$ cat src/rtl/swctl_pkg.sv
package swctl_pkg;

    localparam int SW_COUNT = 8;

    typedef enum logic [1:0] {
        LAT_CLEAR  = 2'd0,
        LAT_FOLLOW = 2'd1,
        LAT_HOLD   = 2'd2
    } lat_mode_e;

    typedef struct packed {
        logic clr;
        logic le_n;
    } lat_ctl_t;

    // Clear has priority, then the active-low enable selects follow or hold.
    function automatic lat_mode_e lat_mode(input lat_ctl_t ctl);
        if (ctl.clr)
            return LAT_CLEAR;
        else if (!ctl.le_n)
            return LAT_FOLLOW;
        else
            return LAT_HOLD;
    endfunction

endpackage

$ cat src/rtl/swctl_shift_reg.sv
module swctl_shift_reg #(
    parameter int N_CH = swctl_pkg::SW_COUNT
) (
    input  logic            clk,
    input  logic            rst,
    input  logic            shift_en,
    input  logic            ser_in,
    output logic [N_CH-1:0] shift_q,
    output logic [N_CH-1:0] shift_nx
);

    always_comb begin
        if (shift_en)
            shift_nx = {shift_q[N_CH-2:0], ser_in};
        else
            shift_nx = shift_q;
    end

    always_ff @(posedge clk) begin
        if (rst)
            shift_q <= '0;
        else
            shift_q <= shift_nx;
    end

endmodule

$ cat src/rtl/swctl_latch_bank.sv
module swctl_latch_bank #(
    parameter int N_CH = swctl_pkg::SW_COUNT
) (
    input  logic                clk,
    input  logic                rst,
    input  swctl_pkg::lat_ctl_t ctl,
    input  logic [N_CH-1:0]     load_d,
    input  logic [N_CH-1:0]     pass_d,
    output logic [N_CH-1:0]     sw_en
);
    import swctl_pkg::*;

    lat_mode_e mode;
    assign mode = lat_mode(ctl);

    for (genvar i = 0; i < N_CH; i++) begin : g_ch
        logic held_q;
        logic out_b;

        always_ff @(posedge clk) begin
            if (rst)
                held_q <= 1'b0;
            else begin
                case (mode)
                    LAT_CLEAR:  held_q <= 1'b0;
                    LAT_FOLLOW: held_q <= load_d[i];
                    default:    held_q <= held_q;
                endcase
            end
        end

        always_comb begin
            case (mode)
                LAT_CLEAR:  out_b = 1'b0;
                LAT_FOLLOW: out_b = pass_d[i];
                default:    out_b = held_q;
            endcase
        end

        assign sw_en[i] = out_b;
    end

endmodule

$ cat src/rtl/swctl_serial_latch.sv
module swctl_serial_latch #(
    parameter int N_CH = swctl_pkg::SW_COUNT
) (
    input  logic            clk,
    input  logic            rst,
    input  logic            ser_in,
    input  logic            shift_en,
    input  logic            le_n,
    input  logic            clr,
    output logic [N_CH-1:0] sw_en,
    output logic            ser_out
);
    import swctl_pkg::*;

    logic [N_CH-1:0] shift_q;
    logic [N_CH-1:0] shift_nx;
    lat_ctl_t        ctl;

    assign ctl.clr  = clr;
    assign ctl.le_n = le_n;

    swctl_shift_reg #(.N_CH(N_CH)) u_sr (
        .clk      (clk),
        .rst      (rst),
        .shift_en (shift_en),
        .ser_in   (ser_in),
        .shift_q  (shift_q),
        .shift_nx (shift_nx)
    );

    // Load with the next register value so the held word matches the
    // transparent view at the moment the enable rises.
    swctl_latch_bank #(.N_CH(N_CH)) u_lat (
        .clk    (clk),
        .rst    (rst),
        .ctl    (ctl),
        .load_d (shift_nx),
        .pass_d (shift_q),
        .sw_en  (sw_en)
    );

    assign ser_out = shift_q[N_CH-1];

endmodule

$ cat config.mk
export PLATFORM = sky130hd
export DESIGN_NAME = swctl_serial_latch
export DESIGN_NICKNAME = d
export VERILOG_FILES = /design/src/rtl/swctl_pkg.sv /design/src/rtl/swctl_shift_reg.sv /design/src/rtl/swctl_latch_bank.sv /design/src/rtl/swctl_serial_latch.sv
export SDC_FILE = /design/constraint.sdc
export NUM_CORES = 1
export LEC_CHECK = 0
export BUFFER_PORTS_ARGS = -buffer_cell sky130_fd_sc_hd__buf_2
export CORE_UTILIZATION = 50
export DETAILED_ROUTE_END_ITERATION = 7
export GPL_TIMING_DRIVEN = 1
export PLACE_DENSITY_LB_ADDON = 0.15
export SLEW_MARGIN = 40
export SYNTH_ARGS = -nofsm -noshare
export SYNTH_HDL_FRONTEND = slang
export SYNTH_SLANG_ARGS = --single-unit
$ cat constraint.sdc
create_clock -name clk -period 1.45 [get_ports clk]
set_input_delay 0.435 -clock clk [delete_from_list [all_inputs] [get_ports clk]]
set_output_delay 0.435 -clock clk [all_outputs]
set_load 0.02 [all_outputs]
**Yosys cells after proc, flatten, opt, wreduce, memory -nomap -nowiden**

Index checks and enable logic that the tools add are counted.

- Output and inout bits: 9
- Bits in registers: 16
- Word-level logic and storage cells: 31
- Input port bits: 6

- Reductions and logical operators: 2
- Mux-type cells: 19
- Equality and inequality tests: 1

Operators by type and width:

| cell | number |
|---|---|
| one-hot mux 1 bit (2 select lines) | 16 |
| 2-to-1 mux 8 bit | 1 |
| 2-to-1 mux 2 bit | 2 |
| equality test 2 x 1 -> 1 bit (second input constant) | 1 |
| logical NOT 2 bit | 1 |
| nonzero test 2 bit | 1 |

**Depth between registers and ports, before layout**

Gate-level depths: netlist of run 1.

- Depth in word-level cells: 4
- Depth in mapped cells: 4
- Gate-level depth less buffers: 2

**By module**

A second synthesis of run 1 with hierarchy kept.

- Cell total of the unflattened synthesis: 86
- Area total of the unflattened synthesis: 839.6 um^2

Modules (own cells, without submodules):

| module | seq. area each (um^2) | area each (um^2) | instances | cells each |
|---|---|---|---|---|
| swctl_latch_bank | 160.2 | 498.0 | 1 | 61 |
| swctl_shift_reg | 160.2 | 341.6 | 1 | 25 |

**Worst setup path after synthesis of run 1**

Ideal clock, no wire load.

- Path kind: input to output
- From: input le_n
- To: output sw_en[0]
- Stages: 4
- Required time: 1.015 ns
- Path buffers: 2
- Path slack: 0.044 ns
- Data arrival time: 0.971 ns
- Cell sequence: buf_4 > mux2i_1 > nor2_1 > buf_4

- Cells in the longest elaborated chain, start to end: 4
- Elaborated cells on any way between the ends: 5
- Those cells by class: eq/ne: 1; mux: 3; reduce/logical: 1

RTL lines:

| what | RTL line | RTL |
|---|---|---|
| start, declared | swctl_serial_latch.sv:8 | `input logic le_n,` |
| 2-to-1 mux 2 bit * | swctl_pkg.sv:20 | `else if (!ctl.le_n)` |
| 2-to-1 mux 2 bit * | swctl_pkg.sv:18 | `if (ctl.clr)` |
| equality test 2 x 1 -> 1 bit / logical NOT 2 bit (equally long branches) | swctl_latch_bank.sv:33 | `case (mode)` |
| one-hot mux 1 bit (2 select lines) * | swctl_latch_bank.sv:33 |  |
| end, declared | swctl_serial_latch.sv:10 | `output logic [N_CH-1:0] sw_en,` |

Every way passes the cells marked *; elsewhere a longest branch is shown, timed or not.

**Final worst setup path of run 1**

- From: input le_n
- To: output sw_en[2]

The elaborated chain is that of the path after synthesis.

==> flow_summary.yaml, run 1 <==
worst_setup_path:
  end_kind: "output pin"
  worstPathArrival_ps: 970
  setup.worst_path.start_class: "primary input"
  r2r_slack_ps: 630
  critPathRequiredTime_ps: 1020
  critical_path_class: "in -> out"
  worstPathMaxFanout: 10
job:
  cap_violations: 0
timing:
  setup_viol: 0
  finalWorstSetupSlack_ps: 45.5
  fmax_mhz: 712
  slew_headroom_pct: 84.7
  post-route-min-period_ps: 1400
  fin_worst_skew_ps: 7.54
  fin_hold_ws_ps: 437
  finalSetupTns_ps: 0
  worst_pin_slew_ps: 222
  final.period_utilization_pct: 96.9
  maxSlewViolCount: 0
  rsz0062_at_grt: "true"
  hold_viol_final: 0
clock_network:
  cts_num_sinks: 16
  root_buffer: "clkbuf_4"
  cts_tree: "built"
  clock_latency_ps: 280
  cts_buffers: 3
  hold_buffers: 0
  clk_pin_slew_ps: 90
  cts_buffer_depth: 2
  cts-htree-levels: 1
drt:
  drt-initial-drc-count: 6
  via_count: 504
  vias_per_cell: 5.31
  ant_nets: 0
  drc: 0
  wirelength_mm: 1.21
  routedWlPerCell_um: 12.7
  drt_pass1_iterations: 2
power_and_ir_drop:
  p_total_uw: 741
  powerDensity_nw_per_um2: 892
  peakVddDrop_v: 0.000501
  leakagePower_nw: 0.383
cells_and_area:
  antennaDiodeCount: 0
  area_growth_pct: 10.9
  final_nets: 88
  post-route-cell-area_um2: 831
  fill_cells: 120
  drive_gt1_share_pct: 45.0
global_routing:
  grt_usage_pct: 16.5
  grt_pass1_wl_mm: 1.80
  overflow: 0
  grt_start_max_net_pins: 11
  antenna_found_initial: 0
  grt_pass1_vias: 418
placed_design:
  io_buffers: 14
  gp_congestion: 0.743
  place_hpwl_um: 816
  placed_cell_area_um2: 758
  dp_slack_ps: -107
logic_synthesis:
  syn_area_per_cell_um2: 10.6
  synth_nets: 77
  yosysSeqAreaShare_pct: 42.7
  synthesis.area_um2: 749
  ys_types: 10
  ys_seq_elements: 16
  yosys_warnings: 0
  syn_inst: 71
floorplanning:
  fp.dieH_um: 40.7
  die_w_um: 40.7
  core_area_um2: 1350
  start_util_pct: 55.5
  row_count: 13
  die_area_um2: 1660
  io_pins: 15
hold_path:
  worstHoldPathType: "in -> reg"
outcome:
  run_status: "finished, final reports clean"
## path summary, 6_finish.rpt
| kind | from | depth (start not counted) | endpoint |
|---|---|---|---|
| hold / removal | ser_in | 3 | u_sr.shift_q[0]$_SDFF_PP0_ |
| setup reg to reg | u_sr.shift_q[1]$_SDFF_PP0_ | 3 | u_lat.g_ch[2].held_q$_SDFFE_PP0N_ |
| setup / recovery | le_n | 4 | sw_en[2] |
| hold reg to reg | u_lat.g_ch[7].held_q$_SDFFE_PP0N_ | 1 | u_lat.g_ch[7].held_q$_SDFFE_PP0N_ |
## cells in the final DEF (no fill, tap or decap), drive strengths merged
master and n:
o2bb2ai 8, or3 1, buf 19, dfxtp 16
nor3b 1, clkbuf 3, mux2i 16, nor2 16
## where the power goes
| part | internal [mW] | switching (mW) |
|---|---|---|
| sequential | 0.445 | 0.00355 |
| combinational | 0.0300 | 0.0357 |
| clock | 0.0962 | 0.131 |
| total | 0.571 | 0.171 |
## logic make-up after synthesis
kind of cell | count (synthesis) | synth area share [%]
multiplexers | 16 | 21.4
flip-flops | 16 | 42.7
AO/OA/AOI/OAI | 8 | 11.0
AND/OR/NAND/NOR | 18 | 11.2
buffers and inverters | 13 | 13.7
## final cells by class
type / instances / area [um^2] / share of cell area [%]
Clock buffer: 3 / 22.5 / 2.71
Multi-Input combinational cell: 42 / 327 / 39.3
Sequential cell: 16 / 333 / 40.1
Tap cell: 15 / 18.8 / 2.26
Timing Repair Buffer: 19 / 130 / 15.7
## sequential cells by signal, summed over array words and instances, names as in the netlist
signal and cells:
u_lat.g_ch.held_q 8, u_sr.shift_q 8
## per-layer routing
layer  routed length [um]  GRT usage, %  up-vias  share of wire (%)
li1                     -             -      256                  -
met1                  661          24.0      236                 55
met2                  503          23.0       10                 42
met3                   35          3.26        2                2.9
met4                    5          7.50        0               0.41
met5                    0             0        -                  0
## stage by stage
stage / std cells / utilization (%)
final: 95 / 61.5
after global routing: 95 / 61.5
after CTS: 93 / 58.3
after detailed placement: 90 / 56.2
after global placement: 90 / 56.2
after floorplan: 71 / -
## synth_stat cells
cell	instances	share of area, %
nor2_1	16	8.0
o2bb2ai_1	6	7.0
buf_4	10	10
buf_6	2	3.0
mux2i_1	16	21
or3_4	1	1.5
nor3b_2	1	1.7
dfxtp_1	16	43
o2bb2ai_2	2	4.0
buf_2	1	0.67
## worst max-delay path: stages
cell,delay (ps)
buf_8,120
mux2i_1,190
nor2_1,60
buf_4,160
## repair_timing
| action | 4_1_cts | 5_1_grt |
|---|---|---|
| pin swaps | 0 | 1 |
| buffers inserted | 0 | 2 |
| gates cloned | 0 | 0 |
| resized for setup | 2 | 16 |
| setup endpoints to repair | 8 | 7 |
No activity file was read; power rests on OpenSTA's default activity.
==> run 2, diff against run 1 <==
--- a/config.mk
+++ b/config.mk
@@ -7,6 +7,7 @@
 export LEC_CHECK = 0
 export BUFFER_PORTS_ARGS = -buffer_cell sky130_fd_sc_hd__buf_2
 export CORE_UTILIZATION = 50
+export CTS_CLUSTER_DIAMETER = 50
 export DETAILED_ROUTE_END_ITERATION = 7
 export GPL_TIMING_DRIVEN = 1
 export PLACE_DENSITY_LB_ADDON = 0.15
==> constraint.sdc (replaced) <==
create_clock -name clk -period 1.45 [get_ports clk]
set_input_delay 0.0725 -clock clk [delete_from_list [all_inputs] [get_ports clk]]
set_output_delay 0.0725 -clock clk [all_outputs]
set_load 0.02 [all_outputs]
==> flow_summary.yaml, run 2 (synthesis results as in run 1) <==
clock_network:
  cts-htree-levels: 1
  cts_setup_buffers: 0
  cts-resized-gates: 0
  cts_tree: "built"
  cts_num_sinks: 16
  hold_buffers: 0
  cts_buffer_depth: 2
  clk_pin_slew_ps: 90
  cts_buffers: 3
  root_buffer: "clkbuf_4"
  clock_latency_ps: 290
cells_and_area:
  utilization_pct: 56.7
  final_nets: 84
  antennaDiodeCount: 0
  drive_gt1_share_pct: 28.9
  fill_cells: 137
  post-route-cell-area_um2: 766
  final_cells: 91
  final_cell_mix: "16 x mux2i_1, 16 x nor2_1, 16 x dfxtp_1"
  area_growth_pct: 2.17
  reg_top3: "u_lat.g_ch.held_q (8), u_sr.shift_q (8)"
timing:
  fin_hold_ws_ps: 79.2
  final.period_utilization_pct: 73.1
  rsz0062_at_grt: "false"
  hold_viol_final: 0
  slew_headroom_pct: 81.5
  finalWorstSetupSlack_ps: 390
  maxSlewViolCount: 0
  fmax_mhz: 944
  worst_pin_slew_ps: 277
  finalSetupTns_ps: 0
  setup_viol: 0
  post-route-min-period_ps: 1060
  fin_worst_skew_ps: 2.27
global_routing:
  overflow: 0
  grt_pass1_wl_mm: 2.02
  grt_pass1_vias: 483
  grt_usage_pct: 19.0
  antenna_found_initial: 0
  grt_start_max_net_pins: 11
drt:
  wirelength_mm: 1.29
  drt-initial-drc-count: 11
  vias_per_cell: 5.55
  drt_pass1_iterations: 4
  via_count: 505
  drc: 0
  ant_nets: 0
  routedWlPerCell_um: 14.2
floorplanning:
  io_pins: 15
  start_util_pct: 55.5
  core_area_um2: 1350
  die_area_um2: 1660
  die_w_um: 40.7
  row_count: 13
  fp.dieH_um: 40.7
worst_setup_path:
  setup.worst_path.start_class: "flop"
  critPathRequiredTime_ps: 1380
  worstPathArrival_ps: 990
  critical_path_class: "reg -> out"
  worstPathMaxFanout: 3
  r2r-start: "u_sr.shift_q[5]$_SDFF_PP0_"
  end_kind: "output pin"
  crit_start: "u_sr.shift_q[5]$_SDFF_PP0_"
job:
  cap_violations: 0
placed_design:
  placed_cells_incl_taps: 88
  io_buffers: 14
  placed_cell_area_um2: 743
  dp_slack_ps: 407
  place_hpwl_um: 928
  gp_congestion: 0.689
power_and_ir_drop:
  powerDensity_nw_per_um2: 962
  leakagePower_nw: 0.354
  p_total_uw: 737
  peakVddDrop_v: 0.000445
outcome:
  run_status: "finished, final reports clean"
hold_path:
  hp-start: "ser_in"
  worstHoldPathType: "in -> reg"
run 2: path summary, 6_finish.rpt:
path / to / slack [ps] / depth (start not counted)
max: sw_en[5] / 390 / 3
min: u_sr.shift_q[0]$_SDFF_PP0_ / 80 / 3
max reg2reg: u_lat.g_ch[5].held_q$_SDFFE_PP0N_ / 700 / 2
min reg2reg: u_lat.g_ch[3].held_q$_SDFFE_PP0N_ / 470 / 1
run 2: report_power, final:
part | switching (mW) | leakage (nW) | internal [mW]
registers | 0.00362 | 0.129 | 0.444
logic | 0.0357 | 0.211 | 0.0230
clock network | 0.134 | 0.0138 | 0.0966
total | 0.173 | 0.354 | 0.563
run 2: per-layer routing:
| metal | GRT usage [%] | share of wire, % | up-vias |
|---|---|---|---|
| li1 | - | - | 251 |
| met1 | 22.6 | 47 | 229 |
| met2 | 29.8 | 44 | 20 |
| met3 | 4.89 | 6.0 | 5 |
| met4 | 12.5 | 2.5 | 0 |
| met5 | 0 | 0 | - |
run 2: worst max-delay path: stages, from the launching register on:
cell	delay [ps]
dfxtp_1	380
mux2i_1	80
nor2_1	80
buf_2	160
run 2: layout make-up:
cell class	instances	area (um^2)	area share, %
Multi-Input combinational cell	42	327	42.6
Tap cell	15	18.8	2.45
Timing Repair Buffer	15	77.6	10.1
Sequential cell	16	320	41.8
Clock buffer	3	22.5	2.94
==> run 3, diff against run 2 <==
--- a/config.mk
+++ b/config.mk
@@ -5,8 +5,9 @@
 export SDC_FILE = /design/constraint.sdc
 export NUM_CORES = 1
 export LEC_CHECK = 0
+export ABC_AREA = 1
 export BUFFER_PORTS_ARGS = -buffer_cell sky130_fd_sc_hd__buf_2
-export CORE_UTILIZATION = 50
+export CORE_UTILIZATION = 47
 export CTS_CLUSTER_DIAMETER = 50
 export DETAILED_ROUTE_END_ITERATION = 7
 export GPL_TIMING_DRIVEN = 1
==> constraint.sdc (replaced) <==
create_clock -name clk -period 0.85 [get_ports clk]
set_input_delay 0.0425 -clock clk [delete_from_list [all_inputs] [get_ports clk]]
set_output_delay 0.0425 -clock clk [all_outputs]
set_load 0.02 [all_outputs]
==> flow_summary.yaml, run 3 <==
global_routing:
  grt_start_max_net_pins: 17
  grt_pass1_vias: 598
  overflow: 0
  antenna_found_initial: 0
  grt_usage_pct: 19.1
  grt_pass1_wl_mm: 2.61
outcome:
  run_status: "complete, but fails checks"
  violations: "setup timing"
logic_synthesis:
  yosysTopAreaCell: "dfxtp_1"
  synth_flop_cell: "dfxtp_1"
  yosysSeqAreaShare_pct: 40.3
  synth_edf_count: 0
  yosys_warnings: 0
  synth_top_area_share_pct: 40.3
  async_flop_share_pct: 0
  synth.most_common_cell: "nand2_1"
  syn_inst: 114
  synthTopCellsByArea: "dfxtp_1 40%, nand2_1 26%, nand3_1 8.8%"
  syn_area_per_cell_um2: 6.97
  ys_types: 10
  synth_nets: 120
  ys_seq_elements: 16
  synthesis.area_um2: 795
  synth_commonest_cells: "56 x nand2_1, 16 x dfxtp_1, 14 x nand3_1"
drt:
  vias_per_cell: 5.10
  wirelength_mm: 1.65
  routedWlPerCell_um: 11.2
  drt-initial-drc-count: 16
  ant_nets: 0
  via_count: 749
  drt_pass1_iterations: 4
  drc: 0
worst_setup_path:
  critical_path_class: "reg -> out"
  crit_slowest_cell: "dfxtp_2"
  slowest_delay_ps: 340
  end_kind: "output pin"
  worstPathArrival_ps: 910
  cp_common_cell: "nand2_1"
  worstPathMaxFanout: 2
  critPathRequiredTime_ps: 810
  setup.worst_path.start_class: "flop"
  r2r-start: "u_sr.shift_q[4]$_SDFF_PP0_"
  r2r_cells: 5
  r2r_slack_ps: 20
  path_cells: "nand2_1 -> nand2_1 -> buf_6"
  timing.rr.end: "u_lat.g_ch[5].held_q$_SDFFE_PP0N_"
floorplanning:
  die_w_um: 43.1
  die_area_um2: 1860
  start_util_pct: 51.5
  row_count: 14
  fp.dieH_um: 43.1
  core_area_um2: 1540
  io_pins: 15
timing:
  setup_viol: 9
  finalWorstSetupSlack_ps: -99.1
  worst_pin_slew_ps: 329
  post-route-min-period_ps: 949
  fin_worst_skew_ps: 2.43
  finalSetupTns_ps: -669
  fmax_mhz: 1050
  maxSlewViolCount: 0
  final.period_utilization_pct: 112
  rsz0062_at_grt: "true"
  slew_headroom_pct: 78.0
  hold_viol_final: 0
clock_network:
  root_buffer: "clkbuf_4"
  clk_pin_slew_ps: 90
  cts-htree-levels: 1
  cts_buffers: 3
  cts_tree: "built"
  hold_buffers: 0
  cts_buffer_depth: 2
  cts_num_sinks: 16
  clock_latency_ps: 290
placed_design:
  gp_congestion: 0.827
  place_hpwl_mm: 1.09
  io_buffers: 14
hold_path:
  hold_path_end: "u_sr.shift_q[0]$_SDFF_PP0_"
  worstHoldPathType: "in -> reg"
  hp-start: "ser_in"
  hold_depth: 3
cells_and_area:
  reg_top3: "u_lat.g_ch.held_q (8), u_sr.shift_q (8)"
  final_common_cell: "nand2_1"
  final_cell_mix: "51 x nand2_1, 16 x dfxtp_2, 14 x nand3_1"
  seqCellArea_um2: 340
  area_growth_pct: 25.0
  drive_gt1_share_pct: 44.3
  multiInputGateArea_um2: 375
  antennaDiodeCount: 0
  final_nets: 138
  fill_cells: 134
power_and_ir_drop:
  peakVddDrop_v: 0.000818
  p_total_mw: 1.40
  powerDensity_nw_per_um2: 1410
  leakagePower_nw: 0.525
job:
  cap_violations: 0
==> run 3: changes by cell type after synthesis, moves of 2 or more <==
cell	before	now
nor2_1	16	0
nand2_1	0	56
nand3_2	0	2
nor2_4	0	2
inv_2	0	3
nand3_1	0	14
o2bb2ai_1	6	0
o2bb2ai_2	2	0
mux2i_1	16	0
a21oi_1	0	8
==> run 3: worst max-delay path, delay by kind of cell, from the launching register on <==
kind | cells | cell delay, ps
buffers and inverters | 1 | 120
DFF | 1 | 340
and+or+nand+nor | 2 | 150
==> run 3: repair_timing <==
item,in CTS,in global routing
buffers inserted,8,1
setup endpoints to repair,9,13
gates cloned,0,0
resized for setup,31,6
pin swaps,6,3
==> run 3: logic make-up after synthesis <==
logic type      count (synthesis)  share of synthesized area, %
simple gates                   74                          40.6
flops                          16                          40.3
buf+inv                        16                          14.0
compound gates                  8                          5.04
==> run 3: final cells by class <==
type / instances / area share [%]
multi-input cells: 82 / 37.8
repair buffers: 26 / 21.2
inverters: 3 / 1.13
well taps: 16 / 2.02
flip-flops and latches: 16 / 34.3
clock buffers: 4 / 3.65
==> run 3: stage by stage <==
step | hold slack, ps | utilization [%] | area [um^2] | instances | setup slack [ps]
floorplan | 212 | - | 795 | 114 | 106
global placement | 321 | 52.4 | 807 | 134 | 13.0
detailed placement | 337 | 52.4 | 807 | 134 | -2.89
CTS | 13.1 | 63.1 | 972 | 146 | -93.1
global route | 14.9 | 64.4 | 993 | 147 | -137
finish | 18.4 | 64.4 | 993 | 147 | -99.1
==> run 3: report_power, final <==
| group | total [mW] | internal [mW] | switching (mW) | leakage, nW |
|---|---|---|---|---|
| clock | 0.517 | 0.261 | 0.256 | 0.0210 |
| sequential | 0.762 | 0.757 | 0.00465 | 0.137 |
| combinational | 0.123 | 0.0418 | 0.0814 | 0.367 |
| total | 1.40 | 1.06 | 0.342 | 0.525 |
==> run 3: worst max path at each step <==
| stage | slack, ps | depth (start not counted) | endpoint | startpoint |
|---|---|---|---|---|
| 2_1_floorplan | 110 | 4 | u_lat.g_ch[7].held_q$_SDFFE_PP0N_ | u_sr.shift_q[7]$_SDFF_PP0_ |
| 3_3_place_gp | 10 | 6 | sw_en[2] | le_n |
| 3_5_place_dp | -3 | 5 | u_lat.g_ch[1].held_q$_SDFFE_PP0N_ | clr |
| 4_1_cts | -90 | 3 | sw_en[1] | u_sr.shift_q[1]$_SDFF_PP0_ |
| 5_1_grt | -140 | 3 | sw_en[2] | u_sr.shift_q[2]$_SDFF_PP0_ |
| 6_report | -100 | 3 | sw_en[1] | u_lat.g_ch[1].held_q$_SDFFE_PP0N_ |
==> run 3: routing by layer <==
metal  share of wire, %  wire, um  global-route usage, %  up-vias
met2                 43       715                   25.1       24
met4                2.6        43                   12.7        0
met5                  0         0                      0        -
li1                   -         -                      -      386
met3                5.7        94                   2.55        4
met1                 48       796                   28.2      335
